--- config.mk ---
export PLATFORM = sky130hd
export DESIGN_NAME = sqw_divider
export DESIGN_NICKNAME = d
export VERILOG_FILES = /design/src/rtl/sqw_pkg.sv /design/src/rtl/sqw_reset_sync.sv /design/src/rtl/sqw_prescaler.sv /design/src/rtl/sqw_tap_select.sv /design/src/rtl/sqw_divider.sv
export SDC_FILE = /design/constraint.sdc
export NUM_CORES = 1
export LEC_CHECK = 0
export BUFFER_PORTS_ARGS = -buffer_cell sky130_fd_sc_hd__buf_4
export CORE_UTILIZATION = 64
export CTS_BUF_LIST = sky130_fd_sc_hd__clkbuf_2 sky130_fd_sc_hd__clkbuf_4 sky130_fd_sc_hd__clkbuf_8
export CTS_CLUSTER_SIZE = 25
export DETAILED_ROUTE_END_ITERATION = 12
export PLACE_DENSITY = 0.83
export SLEW_MARGIN = 15
export SYNTH_ARGS = -nofsm -noshare
export SYNTH_HDL_FRONTEND = slang
export SYNTH_HIERARCHICAL = 1
export SYNTH_SLANG_ARGS = --single-unit
--- constraint.sdc ---
create_clock -name clk -period 0.8 [get_ports clk]
set_input_delay 0.08 -clock clk [delete_from_list [all_inputs] [get_ports clk]]
set_output_delay 0.08 -clock clk [all_outputs]
set_load 0.01 [all_outputs]
--- src/rtl/sqw_pkg.sv ---
`timescale 1ns/1ps
package sqw_pkg;

  // Maps a rate code onto the divider stage it taps. From skip_from upward
  // the codes step over one stage.
  function automatic int stage_of(input int code, input int skip_from);
    return (code >= skip_from) ? code + 1 : code;
  endfunction

endpackage

--- src/rtl/sqw_reset_sync.sv ---
`timescale 1ns/1ps
module sqw_reset_sync (
  input  logic clk,
  input  logic rst_n,
  output logic rst_s_n
);

  logic [1:0] stg_q;

  always_ff @(posedge clk or negedge rst_n) begin
    if (!rst_n) stg_q <= 2'b00;
    else        stg_q <= {stg_q[0], 1'b1};
  end

  assign rst_s_n = stg_q[1];

endmodule

--- src/rtl/sqw_prescaler.sv ---
`timescale 1ns/1ps
module sqw_prescaler #(
  parameter int STAGES      = 17,
  parameter int FAST_STAGES = 4
) (
  input  logic              clk,
  input  logic              rst_n,
  input  logic              sync,
  output logic [STAGES-1:0] stage_q,
  output logic [STAGES-1:0] stage_tgl,
  output logic [STAGES-1:0] stage_clr
);

  localparam int SLOW_STAGES = STAGES - FAST_STAGES;

  logic [FAST_STAGES-1:0] lo_q, lo_d;
  logic [SLOW_STAGES-1:0] hi_q, hi_d;
  logic                   lo_wrap;

  // next state
  always_comb begin
    lo_wrap = &lo_q;
    lo_d    = lo_q + 1'b1;
    if (sync)         hi_d = '0;
    else if (lo_wrap) hi_d = hi_q + 1'b1;
    else              hi_d = hi_q;
  end

  // registers
  always_ff @(posedge clk or negedge rst_n) begin
    if (!rst_n) begin
      lo_q <= '0;
      hi_q <= '0;
    end else begin
      lo_q <= lo_d;
      hi_q <= hi_d;
    end
  end

  assign stage_q = {hi_q, lo_q};

  // Per-stage toggle and clear flags. The fast stages ignore sync.
  for (genvar k = 0; k < STAGES; k++) begin : g_stage
    logic carry_in;
    if (k == 0) begin : g_first
      assign carry_in = 1'b1;
    end else begin : g_rest
      assign carry_in = &stage_q[k-1:0];
    end
    if (k < FAST_STAGES) begin : g_fast
      assign stage_tgl[k] = carry_in;
      assign stage_clr[k] = 1'b0;
    end else begin : g_held
      assign stage_tgl[k] = carry_in & ~sync;
      assign stage_clr[k] = sync;
    end
  end


  held_clear_chk: assert property (@(posedge clk) disable iff (!rst_n)
    sync |=> (hi_q == '0));


  slow_step_chk: assert property (@(posedge clk) disable iff (!rst_n)
    (!sync && (lo_q != '1)) |=> $stable(hi_q));


  fast_run_chk: assert property (@(posedge clk) disable iff (!rst_n)
    sync |=> (lo_q != $past(lo_q)));

endmodule

--- src/rtl/sqw_tap_select.sv ---
`timescale 1ns/1ps
module sqw_tap_select #(
  parameter int SEL_W     = 4,
  parameter int STAGES    = 17,
  parameter int SKIP_FROM = 13
) (
  input  logic              clk,
  input  logic              rst_n,
  input  logic [SEL_W-1:0]  rate_sel,
  input  logic [STAGES-1:0] stage_q,
  input  logic [STAGES-1:0] stage_tgl,
  input  logic [STAGES-1:0] stage_clr,
  output logic              sq_q
);

  localparam int STG_W = $clog2(STAGES);

  logic [STG_W-1:0] tap;
  logic             tap_tgl, tap_clr, load, sq_d;

  // next state
  always_comb begin
    tap     = STG_W'(sqw_pkg::stage_of(int'(rate_sel), SKIP_FROM));
    tap_tgl = stage_tgl[tap];
    tap_clr = stage_clr[tap];
    load    = tap_tgl | tap_clr;
    sq_d    = tap_clr ? 1'b0 : ~stage_q[tap];
  end

  // registers with explicit clock enable
  always_ff @(posedge clk or negedge rst_n) begin
    if (!rst_n)    sq_q <= 1'b0;
    else if (load) sq_q <= sq_d;
  end


  tap_hold_chk: assert property (@(posedge clk) disable iff (!rst_n)
    !(tap_tgl || tap_clr) |=> $stable(sq_q));


  sync_low_chk: assert property (@(posedge clk) disable iff (!rst_n)
    tap_clr |=> !sq_q);

endmodule

--- src/rtl/sqw_divider.sv ---
`timescale 1ns/1ps
module sqw_divider #(
  parameter int SEL_W       = 4,
  parameter int FAST_STAGES = 4,
  parameter int SKIP_FROM   = 13
) (
  input  logic             clk,
  input  logic             rst_n,
  input  logic [SEL_W-1:0] rate_sel,
  input  logic             enable,
  input  logic             sync,
  input  logic             pwr_fail,
  output logic             sqw_out,
  output logic             sqw_oe
);

  localparam int N_CODES = 1 << SEL_W;
  localparam int STAGES  = N_CODES + 1;

  logic              rst_s_n;
  logic [STAGES-1:0] stage_q, stage_tgl, stage_clr;
  logic              sq_q;

  sqw_reset_sync i_rst (
    .clk     (clk),
    .rst_n   (rst_n),
    .rst_s_n (rst_s_n)
  );

  sqw_prescaler #(
    .STAGES      (STAGES),
    .FAST_STAGES (FAST_STAGES)
  ) i_pre (
    .clk       (clk),
    .rst_n     (rst_s_n),
    .sync      (sync),
    .stage_q   (stage_q),
    .stage_tgl (stage_tgl),
    .stage_clr (stage_clr)
  );

  sqw_tap_select #(
    .SEL_W     (SEL_W),
    .STAGES    (STAGES),
    .SKIP_FROM (SKIP_FROM)
  ) i_tap (
    .clk       (clk),
    .rst_n     (rst_s_n),
    .rate_sel  (rate_sel),
    .stage_q   (stage_q),
    .stage_tgl (stage_tgl),
    .stage_clr (stage_clr),
    .sq_q      (sq_q)
  );

  assign sqw_oe  = ~pwr_fail;
  assign sqw_out = sq_q & enable & ~pwr_fail;


  gate_low_chk: assert property (@(posedge clk) disable iff (!rst_s_n)
    !enable |-> !sqw_out);


  float_chk: assert property (@(posedge clk) disable iff (!rst_s_n)
    pwr_fail |-> (!sqw_oe && !sqw_out));

endmodule

# Word-level counts from Yosys, hierarchy flattened
# Index checks and enable logic that the tools add are counted.
# totals
reg_bits	20
latch_bits	0
mem_bits_rw	0
rom_bits	0
in_bits	9
out_inout_bits	2
word_cells	54
n_memories	0
# classes
addsub	3
mul	0
div_mod_pow	0
n_lt_le_gt_ge	2
eq_ne	0
n_shift	0
mux	10
n_bitwise	19
n_reduce_logical	16
# op_table
cell	count
13-bit 2-to-1 mux	2
16-bit AND reduction	1
1-bit AND	15
1-bit binary-select mux with 5-bit select	3
15-bit AND reduction	1
14-bit AND reduction	1
13-bit by 1-bit adder with 13-bit output, second input constant	1
13-bit AND reduction	1
12-bit AND reduction	1
11-bit AND reduction	1
10-bit AND reduction	1
9-bit AND reduction	1
8-bit AND reduction	1
7-bit AND reduction	1
5-bit by 6-bit less-than comparator with 1-bit output, second input constant	1
6-bit AND reduction	1
4-bit by 1-bit adder with 5-bit output, second input constant	1
5-bit 2-to-1 mux	1
5-bit AND reduction	1
4-bit by 1-bit adder with 4-bit output, second input constant	1
4-bit >= comparator, second input constant	1
1-bit 2-to-1 mux	4
4-bit AND reduction	1
1-bit inverter	3
other kinds (4)	4

# Logic depth before layout (Yosys ltp)
# Gate-level depths: netlist of run 1.
# depth
depth_word	6
mapped_depth	12
depth_no_buf	11

# Modules after synthesis
# The synthesis of run 1 kept the hierarchy.
# modules_own_cells
module	n_inst	cells_per_inst	area_per_inst_um2	seq_area_each_um2
sqw_prescaler	1	119	1177.4	425.4
sqw_tap_select	1	103	855.8	25.0
sqw_reset_sync	1	3	53.8	50.0
sqw_divider	1	2	12.5	0.0

# Worst setup path before layout of run 1
# Ideal clock, no wire load.
# synth_timing
path_kind	register -> register
startpoint	reg i_pre.hi_q[0]
endpoint	reg i_tap.sq_q
setup_ns	0.126
arrival_ns	2.414
t_required_ns	0.674
path_slack_ns	-1.740
stages_incl_launch_ff	12
path_buffers	1
synth_period_minus_slack_ns	2.540
cell_sequence	dfrtp_1 > ha_1 > nand3_1 > buf_2 > nor4_2 > and2_1 > mux2i_1 > mux4_2 > nor3_2 > o32ai_2 > nor3_1 > nor4b_2
# synth_via
elab_chain_cells	5
word_cells_on_any_way	31
cone_classes	mux: 5; bitwise: 14; reduce/logical: 12
# synth_rtl
item	line	text
from (decl)	sqw_prescaler.sv:17	logic [SLOW_STAGES-1:0] hi_q, hi_d;
from (signal assigned)	sqw_prescaler.sv:36	hi_q <= hi_d;
14-bit AND reduction	sqw_prescaler.sv:48	assign carry_in = &stage_q[k-1:0];
1-bit AND	sqw_prescaler.sv:54	assign stage_tgl[k] = carry_in & ~sync;
via stage_tgl[14]	sqw_divider.sv:21	logic [STAGES-1:0] stage_q, stage_tgl, stage_clr;
1-bit binary-select mux with 5-bit select	sqw_tap_select.sv:24	tap_tgl = stage_tgl[tap];
1-bit 2-to-1 mux (implied by the code)	sqw_tap_select.sv:24	
1-bit OR	sqw_tap_select.sv:26	load = tap_tgl | tap_clr;
to (signal assigned)	sqw_tap_select.sv:33	else if (load) sq_q <= sq_d;
to (decl)	sqw_tap_select.sv:13	output logic sq_q
# The timed path passes the listed nets, and every way through them passes these cells. The select of a mux whose other input is x is not followed.
# A chain may end at the register's enable or synchronous reset.

# Worst setup path after layout of run 1
# layout_timing
startpoint	reg i_pre.hi_q[1]
endpoint	reg i_tap.sq_q
# The elaborated chain is that of the path after synthesis.

==> metrics, run 1 <==
status=finished, violations left; failing checks=negative setup slack; Final Hold Viols=0; CP most frequent cell=nor3_2; Synth Flop Type=dfrtp_1; CTS tree=done; initial antenna violation count=1; critical path class=reg2reg; post-synthesis mux area share=16.6%; number of global-route vias before repair=2151; Ys Warns=6; Final ANT Viol Nets=0; Die Ht=59.3 µm; Bufs on Longest Clock Path=2; Slowest Stage Delay on Critical Path=0.53 ns; Syn Inst Count=227; Starting DRT DRC Count=385; Pre-antenna DRT Iters=5; maximum VDD drop=0.00135 V; Clock Pin Slew Worst Setup and Hold Paths=0.12 ns; power density cells=920 nW/µm²; GRT Total Usage=40.9%; Post-Route Skew=0.00211 ns; Num CTS Buffers=3; final worst path period need=2.83 ns; DR WL/cell=27.2 µm; Clock Sinks=20; r2r startpoint=i_pre/hi_q[1]; Critical R2R Capture=i_tap/sq_q; most frequent cell after synthesis=buf_4; WP data arrival=3.03 ns; Req. time, crit path=1.01 ns; core area=3080 µm²; syn_area_per_cell=9.25 µm²; area of the multi-input gates=1550 µm²; main combinational cell family by area after synthesis=simple AND/OR/NAND/NOR gates; worst-path cell with the longest stage delay=mux4_2; dominant cells by area after synthesis=dfrtp_1 24%, buf_4 8.2%, mux4_2 6.4%; Area growth, synth to finish=35.1%; reg2reg path depth=11; peak fanout along the critical path=3; FF+latch count, synth=20; worst hold path type=in2async; Leakage=1.38 nW; pin count of the biggest net entering global routing=33; Mapped Area=2100 µm²; CTS Root Cell=clkbuf_4; met2 routed WL=3780 µm; detailed placement HPWL=3910 µm; max-cap violation count=0; Die X=59.3 µm; final worst path period share=353%; GPL Wtd Cong=0.865; fmax=354 MHz; Synth Area in Compound Gates=12.7%; unrepaired setup endpoints after global routing=true; setup violators final=18; Die Footprint=3510 µm²; GR Overflow Total=0; Net count, final=301; H-tree levels=1; Remaining DRCs=0; Post-Route WL=8920 µm; worst-skew pair later-pin latency=0.31 ns; setup ws final=-2.03 ns; worst-path cell chain=ha_4 -> nand3_4 -> buf_12 -> nor4_4 -> and2_4 -> mux2i_1 -> mux4_2 -> nor3_2 -> o32ai_2 -> nor3_2 -> nor4b_2; Yosys top cell area share=23.8%; Worst Setup End Kind=register; EDFF count, synth=0; first-pass GRT wire length=10500 µm; crit start category=register; highest routed layer=met4; Vias/cell=7.33; M1 WL=2940 µm; register area=500 µm²; I/O pin cnt=11; cell taking the most area after synthesis=dfrtp_1; XOR/XNOR Fraction of Synth Area=1.25%; met3 routed WL=1280 µm; fillers=118; # rows=20; Synth cell types=62; Post-Synth Simple-Gate Area=28.7%; Synth Area in Adders=4.17%; TNS Setup=-15.33 ns; most frequent cells after synthesis=23 x buf_4, 20 x dfrtp_1, 15 x nor2_1; sequential share of the synthesized area=23.8%; Pins Over Slew Limit=0; Place WS=-1.66 ns; Antenna Cells=0; Async S/R FF share, synth=100%; via count=2403; share of cells above drive strength 1=47.5%; I/O Buffers=10; Starting Density=68.2%; r2r setup slk=-2.03 ns
-- final cells by class --
type / count / share of cell area [%]
clock buffers: 3 / 0.794
clock inverters: 1 / 1.06
inverters: 7 / 0.926
multi-input cells: 172 / 54.6
flip-flops and latches: 20 / 17.6
well taps: 44 / 1.94
repair buffers: 81 / 23.0
-- sequential cells by signal (all words and copies together), names as in the netlist --
register and cells:
i_rst/stg_q 2, i_pre/lo_q 4, i_tap/sq_q 1, i_pre/hi_q 13
-- per-stage QoR --
stage                     utilization, %  total power, mW  cells  hold slack (ns)  area [µm²]
after global routing                92.2             2.67    328           0.0572        2840
final                               92.2             2.61    328           0.0686        2840
after floorplan                        -             1.50    230           -0.216        2170
after global placement              80.8             1.64    310           -0.138        2490
after CTS                           88.5             2.51    324           0.0639        2720
after detailed placement            80.8             1.66    310           -0.137        2490
-- worst max path at each step --
stage | depth (start not counted) | slack (ns) | from | endpoint
after floorplan | 11 | -1.53 | i_pre/lo_q[0] | i_tap/sq_q
after global placement | 11 | -1.53 | i_pre/lo_q[1] | i_tap/sq_q
after detailed placement | 10 | -1.66 | i_pre/lo_q[1] | i_tap/sq_q
after CTS | 9 | -1.65 | i_pre/lo_q[1] | i_tap/sq_q
after global routing | 11 | -2.13 | i_pre/hi_q[1] | i_tap/sq_q
final | 11 | -2.03 | i_pre/hi_q[1] | i_tap/sq_q
-- report_power, final --
part           internal, mW  switching (mW)
clock                 0.507           0.341
sequential             1.03          0.0126
combinational         0.316           0.406
total                  1.85           0.759
-- metal layers --
metal  vias to the layer above  track usage (%)
li1                        928                -
met5                         -                0
met4                         0             22.1
met3                       108             9.17
met2                       274             68.5
met1                      1093             48.4
-- cell families (layout without fill, tap and decap cells) --
kind of cell,count (synthesis),after routing
XOR/XNOR,3,3
AND/OR/NAND/NOR,93,93
buffers and inverters,38,92
adder cells (fa/ha/maj),7,7
flip-flops,20,20
other,3,6
multiplexers,26,26
AO/OA/AOI/OAI,37,37
-- repair_timing --
action	in CTS	in global routing
gates cloned	0	0
resized for setup	17	18
setup buffers	9	7
hold buffers	1	0
hold endpoints to repair	2	0
pin swaps	11	6
endpoints found under the setup margin	17	18
-- cell usage in the layout, fill, tap and decap left out, drive strengths merged, types with 2 or more instances in the layout --
cell     synthesis  routed
clkbuf           0       3
a22oi            3       3
dfrtp           20      20
nand3           10      10
o31ai            4       4
a2bb2oi          2       2
mux2i           13      13
mux4             6       6
nor4             9       9
mux2             7       7
ha               7       7
nor3             7       7
nand2b           4       4
o22a             2       2
conb             3       6
buf             31      80
nor2b            4       4
nor2            16      16
or4              3       3
and3             2       2
or3              4       4
and2             7       7
nand2           13      13
inv              7       7
o21ai            7       7
nand4            5       5
xnor2            2       2
and2b            4       4
a21oi            9       9
-- critical path, delay by kind of cell, from the launching register on --
family,cells,cell delay (ns)
compound gates,1,0.11
mux,2,0.65
fa+ha+maj,1,0.24
simple gates,6,1.04
flops,1,0.51
buf+inv,1,0.16
No activity file was read; power rests on OpenSTA's default activity.
==> run 2, diff against run 1 <==
--- a/config.mk
+++ b/config.mk
@@ -6,11 +6,13 @@
 export NUM_CORES = 1
 export LEC_CHECK = 0
 export BUFFER_PORTS_ARGS = -buffer_cell sky130_fd_sc_hd__buf_4
-export CORE_UTILIZATION = 64
+export CELL_PAD_IN_SITES_DETAIL_PLACEMENT = 1
+export CELL_PAD_IN_SITES_GLOBAL_PLACEMENT = 2
+export CORE_UTILIZATION = 41
 export CTS_BUF_LIST = sky130_fd_sc_hd__clkbuf_2 sky130_fd_sc_hd__clkbuf_4 sky130_fd_sc_hd__clkbuf_8
 export CTS_CLUSTER_SIZE = 25
 export DETAILED_ROUTE_END_ITERATION = 12
-export PLACE_DENSITY = 0.83
+export PLACE_DENSITY_LB_ADDON = 0.15
 export SLEW_MARGIN = 15
 export SYNTH_ARGS = -nofsm -noshare
 export SYNTH_HDL_FRONTEND = slang
==> run 2 against run 1 <==
  * The run still ends with negative setup slack left
  * Routed wire length is 21% lower
  * Cell count is 6.4% higher
  * Clock power is 25% higher
  * Non-clock buffer count is 2 lower
  * Sequential cell count stayed put
==> metrics, run 2 (synthesized netlist as in run 1, its figures left out) <==
status=finished, violations left; failing checks=negative setup slack; share of cells above drive strength 1=45.4% (-2.1 points); Net count, final=299 (-0.66%); Starting Density=43.6% (-25 points); TNS Setup=-13.68 ns (+1.65 ns); Post-Route WL=7020 µm (-21%); Clock Sinks=20 (unchanged); Die Ht=73.6 µm (+24%); worst-skew pair later-pin latency=0.27 ns (-0.04 ns); GPL Wtd Cong=0.836 (-3.4%); Slowest Stage Delay on Critical Path=0.48 ns (-0.05 ns); internal power=2.02 mW (+8.9%); number of global-route vias before repair=2116 (-1.6%); final worst path period share=321% (-33 points); Num CTS Buffers=3 (unchanged); Placement Cell Area=2540 µm² (+2.4%); crit start category=register; final worst path period need=2.57 ns (-0.260 ns); Final Hold Viols=0 (unchanged); max-cap violation count=0 (unchanged); Leakage=1.40 nW (+1.8%); H-tree levels=1 (unchanged); WHS=0.121 ns (+0.0526 ns); setup violators final=17 (-1); Die X=73.6 µm (+24%); Req. time, crit path=0.98 ns (-0.03 ns); power density cells=962 nW/µm² (+4.5%); commonest non-fill, non-tap cell in the layout=buf_4; maximum VDD drop=0.000726 V (-46%); Area growth, synth to finish=36.0%; unrepaired setup endpoints after global routing=true; r2r startpoint=i_pre/lo_q[0]; fmax=390 MHz (+10%); Worst Setup End Kind=register; most frequent cells in the layout=67 x buf_4, 20 x dfrtp_1, 15 x nor2_1; Pins Over Slew Limit=0 (unchanged); crit path launch=i_pre/lo_q[0]; core area=4820 µm² (+57%); I/O pin cnt=11 (unchanged); Final ANT Viol Nets=0 (unchanged); Pre-antenna DRT Iters=4 (-1); Antenna Cells=0 (unchanged); I/O Buffers=10 (unchanged); logic gate share of total power=23.8% (-3.9 points); register with the most flip-flops=i_pre/hi_q; setup ws final=-1.77 ns (+0.260 ns); first-pass GRT wire length=11400 µm (+9.1%); Sw Ratio=26.6% (-2.5 points); largest registers=i_pre/hi_q: 13 flops, i_pre/lo_q: 4 flops, i_rst/stg_q: 2 flops; GRT Total Usage=28.5% (-12 points); Place WS=-1.64 ns (+0.0280 ns); # rows=25 (+25%); worst hold path type=in2async; DR WL/cell=20.1 µm (-26%); WP data arrival=2.75 ns (-0.28 ns); Critical R2R Capture=i_tap/sq_q; sw power=0.731 mW (-3.8%); Post-Route Skew=0.00128 ns (-0.000836 ns); Starting DRT DRC Count=58 (-85%); Die Footprint=5410 µm² (+54%); CTS tree=done; worst-path cell chain=ha_4 -> nand4b_4 -> buf_4 -> nor4_4 -> and2_1 -> mux2i_1 -> mux4_2 -> nor3_2 -> o32ai_2 -> nand2b_1 -> nor4b_2; peak fanout along the critical path=4 (+1); fin area=2860 µm² (+0.66%); critical path class=reg2reg; pin count of the biggest net entering global routing=33 (unchanged); Vias/cell=5.65 (-23%); via count=1971 (-18%); reg2reg path depth=11 (unchanged); Bufs on Longest Clock Path=2 (unchanged); worst-path cell with the longest stage delay=mux4_2; max FFs per register=13 (unchanged); worst setup path end=i_tap/sq_q; GR Overflow Total=0 (unchanged); r2r setup slk=-1.77 ns (+0.26 ns); initial antenna violation count=0 (-1); Remaining DRCs=0 (unchanged); Clock Pin Slew Worst Setup and Hold Paths=0.08 ns (-0.04 ns); Clock power frac=38.5% (+6.0 points); CTS Root Cell=clkbuf_8; part of the power in registers=37.7% (-2.2 points); cell total after placement=337 (+8.7%); detailed placement HPWL=4650 µm (+19%); Final Non-Filler Cells=349 (+6.4%)
==> run 2: cell types whose count changed in the layout (fill, tap and decap cells not counted), moves of 2 or more <==
| cell | delta |
|---|---|
| buf_6 | +5 |
| mux2_2 | -2 |
| nor4_2 | -2 |
| clkbuf_4 | -3 |
| clkbuf_8 | +3 |
| nor3_2 | -2 |
| buf_4 | -5 |
==> run 2: per-stage QoR <==
step / power [mW] / util [%]
floorplan: 1.50 / -
detailed placement: 1.69 / 52.8
global route: 2.86 / 59.3
CTS: 2.76 / 58.6
finish: 2.75 / 59.3
global placement: 1.67 / 52.8
==> run 2: metal layers <==
layer / up-vias / part of all wire (%) / GRT usage, %
met3: 18 / 2.4 / 3.70
met2: 40 / 54 / 52.2
met4: 0 / 3.0 / 7.91
met1: 985 / 41 / 34.8
met5: - / 0 / 0
li1: 928 / - / -
==> run 2: worst min path at each step <==
stage / end / start / depth (start not counted) / slack (ns)
2_1_floorplan: i_rst/stg_q[0] / rst_n / 0 / -0.22
3_3_place_gp: i_rst/stg_q[0] / rst_n / 1 / -0.14
3_5_place_dp: i_rst/stg_q[0] / rst_n / 1 / -0.14
4_1_cts: i_rst/stg_q[0] / rst_n / 2 / 0.12
5_1_grt: i_rst/stg_q[0] / rst_n / 2 / 0.12
6_report: i_rst/stg_q[0] / rst_n / 2 / 0.12
==> run 2: cell type report <==
| type | count | area (µm²) |
|---|---|---|
| fill | 558 | 1960 |
| multi-input combinational | 172 | 1540 |
| timing repair buffer | 79 | 637 |
| sequential | 20 | 500 |
| tap | 67 | 83.8 |
| clock buffer | 3 | 41.3 |
| clock inverter | 1 | 30.0 |
| inverter | 7 | 26.3 |
==> run 2: what timing repair did <==
item | in CTS | in global routing
hold buffers | 1 | 0
setup endpoints to repair | 17 | 17
hold endpoints to repair | 2 | 0
setup buffers | 7 | 6
pin swaps | 14 | 4
resized for setup | 26 | 10
==> run 2: power by group through the flow <==
| stage | Combinational, mW | Clock, mW | Sequential (mW) |
|---|---|---|---|
| floorplan | 0.435 | 0 | 1.07 |
| global route | 0.714 | 1.11 | 1.04 |
| CTS | 0.655 | 1.07 | 1.04 |
| finish | 0.653 | 1.06 | 1.04 |
| global placement | 0.617 | 0 | 1.05 |
| detailed placement | 0.639 | 0 | 1.06 |
==> run 2: critical path: cells and delay by family, from the launching register on <==
family                     cells  cell delay, ns
and+or+nand+nor                6            1.04
buffers and inverters          1            0.18
AOI/OAI and AO/OA              1            0.12
DFF                            1            0.41
muxes                          2            0.56
adders and majority gates      1            0.16
==> run 3, diff against run 2 <==
--- a/config.mk
+++ b/config.mk
@@ -13,6 +13,7 @@
 export CTS_CLUSTER_SIZE = 25
 export DETAILED_ROUTE_END_ITERATION = 12
 export PLACE_DENSITY_LB_ADDON = 0.15
+export SKIP_LAST_GASP = 1
 export SLEW_MARGIN = 15
 export SYNTH_ARGS = -nofsm -noshare
 export SYNTH_HDL_FRONTEND = slang
==> run 3 against run 2 <==
  * The run still ends with negative setup slack left
  * Clock power barely moved
  * Hold slack improved by 0.0027 ns
  * Setup slack improved by 0.014 ns
  * Sequential share of layout area fell by 0.23 points
  * Sequential cell count did not move
  * Cell area rose by 1.3%
  * Die area did not move
  * Critical path type unchanged
  * Largest power group unchanged
==> metrics, run 3 (synthesized netlist as in run 1, its figures left out) <==
largest registers=i_pre/hi_q: 13 flops, i_pre/lo_q: 4 flops, i_rst/stg_q: 2 flops; core area=4820 µm² (unchanged); Clock Pin Slew Worst Setup and Hold Paths=0.08 ns (about the same); crit path launch=i_pre/lo_q[0]; worst-skew pair later-pin latency=0.27 ns (about the same); fmax=392 MHz (+0.53%); maximum VDD drop=0.000852 V (+17%); crit start category=register; status=finished, violations left; crit path buf inv count=2 (+1); first-pass GRT wire length=11300 µm (-1.0%); Post-Route WL=7020 µm (about the same); Pre-antenna DRT Iters=4 (unchanged); register with the most flip-flops=i_pre/hi_q; max-cap violation count=0 (unchanged); fin area=2890 µm² (+1.3%); most frequent cells in the layout=70 x buf_4, 20 x dfrtp_1, 15 x nor2_1; Clock Sinks=20 (unchanged); Die Ht=73.6 µm (unchanged); critical path class=reg2reg; failing checks=negative setup slack; GPL Wtd Cong=0.836 (unchanged); commonest non-fill, non-tap cell in the layout=buf_4; Die Footprint=5410 µm² (unchanged); GRT Total Usage=28.2% (-0.32 points); r2r startpoint=i_pre/lo_q[0]; Vias/cell=5.60 (-0.77%); Final Hold Viols=0 (unchanged); TNS Setup=-16.01 ns (-2.34 ns); Leakage=1.40 nW (-0.36%); Post-Route Skew=0.00283 ns (+0.00155 ns); I/O Buffers=10 (unchanged); Slowest Stage Delay on Critical Path=0.43 ns (-0.05 ns); GR Overflow Total=0 (unchanged); Starting Density=43.6% (unchanged); power density cells=956 nW/µm² (-0.58%); Starting DRT DRC Count=42 (-28%); Req. time, crit path=0.96 ns (-0.02 ns); Worst Setup End Kind=register; Antenna Cells=0 (unchanged); worst hold path type=in2async; Net count, final=301 (+0.67%); setup ws final=-1.75 ns (+0.0136 ns); Pins Over Slew Limit=0 (unchanged); detailed placement HPWL=4650 µm (unchanged); share of cells above drive strength 1=48.9% (+3.6 points); Bufs on Longest Clock Path=2 (unchanged); Die X=73.6 µm (unchanged); worst-path cell chain=ha_4 -> nand4b_4 -> inv_2 -> and2_4 -> mux2_4 -> or4_4 -> o21ai_2 -> nor4_2 -> o32ai_2 -> buf_4 -> nand2b_1 -> nor4b_2; CTS tree=done; initial antenna violation count=0 (unchanged); DR WL/cell=20.0 µm (-0.51%); # rows=25 (unchanged); Final ANT Viol Nets=0 (unchanged); number of global-route vias before repair=2166 (+2.4%); final worst path period need=2.55 ns (-0.0136 ns); Placement Cell Area=2540 µm² (unchanged); unrepaired setup endpoints after global routing=true; CTS Root Cell=clkbuf_8; WP data arrival=2.71 ns (-0.04 ns); max FFs per register=13 (unchanged); delay-heaviest family, CP=simple AND/OR/NAND/NOR gates; setup violators final=17 (unchanged); final worst path period share=319% (-1.7 points); Remaining DRCs=0 (unchanged); H-tree levels=1 (unchanged); I/O pin cnt=11 (unchanged); peak fanout along the critical path=4 (unchanged); worst-path cell with the longest stage delay=dfrtp_1; Num CTS Buffers=3 (unchanged); via count=1967 (-0.20%); pin count of the biggest net entering global routing=33 (unchanged); Area growth, synth to finish=37.8%
## run 3: cell count changes in the layout (fill, tap and decap cells not counted), sizes merged
cell | previous run | this run
buf | 78 | 80
## run 3: final timing paths
path	end	slack (ns)	cells past startpoint
setup reg to reg	i_tap/sq_q	-1.75	12
hold / removal	i_rst/stg_q[0]	0.12	2
hold reg to reg	i_pre/lo_q[0]	0.21	1
setup / recovery	i_tap/sq_q	-1.75	12
min in group clk	i_pre/hi_q[4]	0.34	3
max in group asynchronous	i_pre/hi_q[11]	0.39	1
## run 3: layout make-up
type	instances	area [µm²]
fillers	567	1920
multi-input cells	172	1560
repair buffers	81	648
flip-flops and latches	20	500
well taps	67	83.8
clock buffers	3	41.3
clock inverters	1	30.0
inverters	7	26.3
## run 3: metal layers
metal / routed length (µm) / track usage (%)
met1: 2900 / 32.7
met2: 3780 / 52.5
met3: 201 / 4.53
met4: 138 / 8.76
met5: 0 / 0
## run 3: repair_timing
item	4_1_cts	5_1_grt
hold buffers	1	0
buffers inserted	7	7
setup endpoints to repair	17	17
gates resized for setup	23	19
pin swaps	14	11
endpoints found under the hold margin	2	0
## run 3: report_power, final
group          total [mW]  internal [mW]  switching, mW  leakage (nW)
logic               0.679          0.333          0.346          1.09
registers            1.04           1.03        0.00927         0.272
clock network        1.05          0.669          0.382        0.0357
total                2.77           2.03          0.737          1.40
## run 3: through the flow
stage / std cells / hold WS [ns] / util, % / power (mW) / setup slack, ns
detailed placement: 337 / -0.137 / 52.8 / 1.69 / -1.64
global route: 351 / 0.120 / 60.1 / 2.87 / -1.84
floorplan: 230 / -0.216 / - / 1.50 / -1.53
CTS: 349 / 0.117 / 58.3 / 2.76 / -1.64
global placement: 337 / -0.139 / 52.8 / 1.67 / -1.56
finish: 351 / 0.124 / 60.1 / 2.77 / -1.75
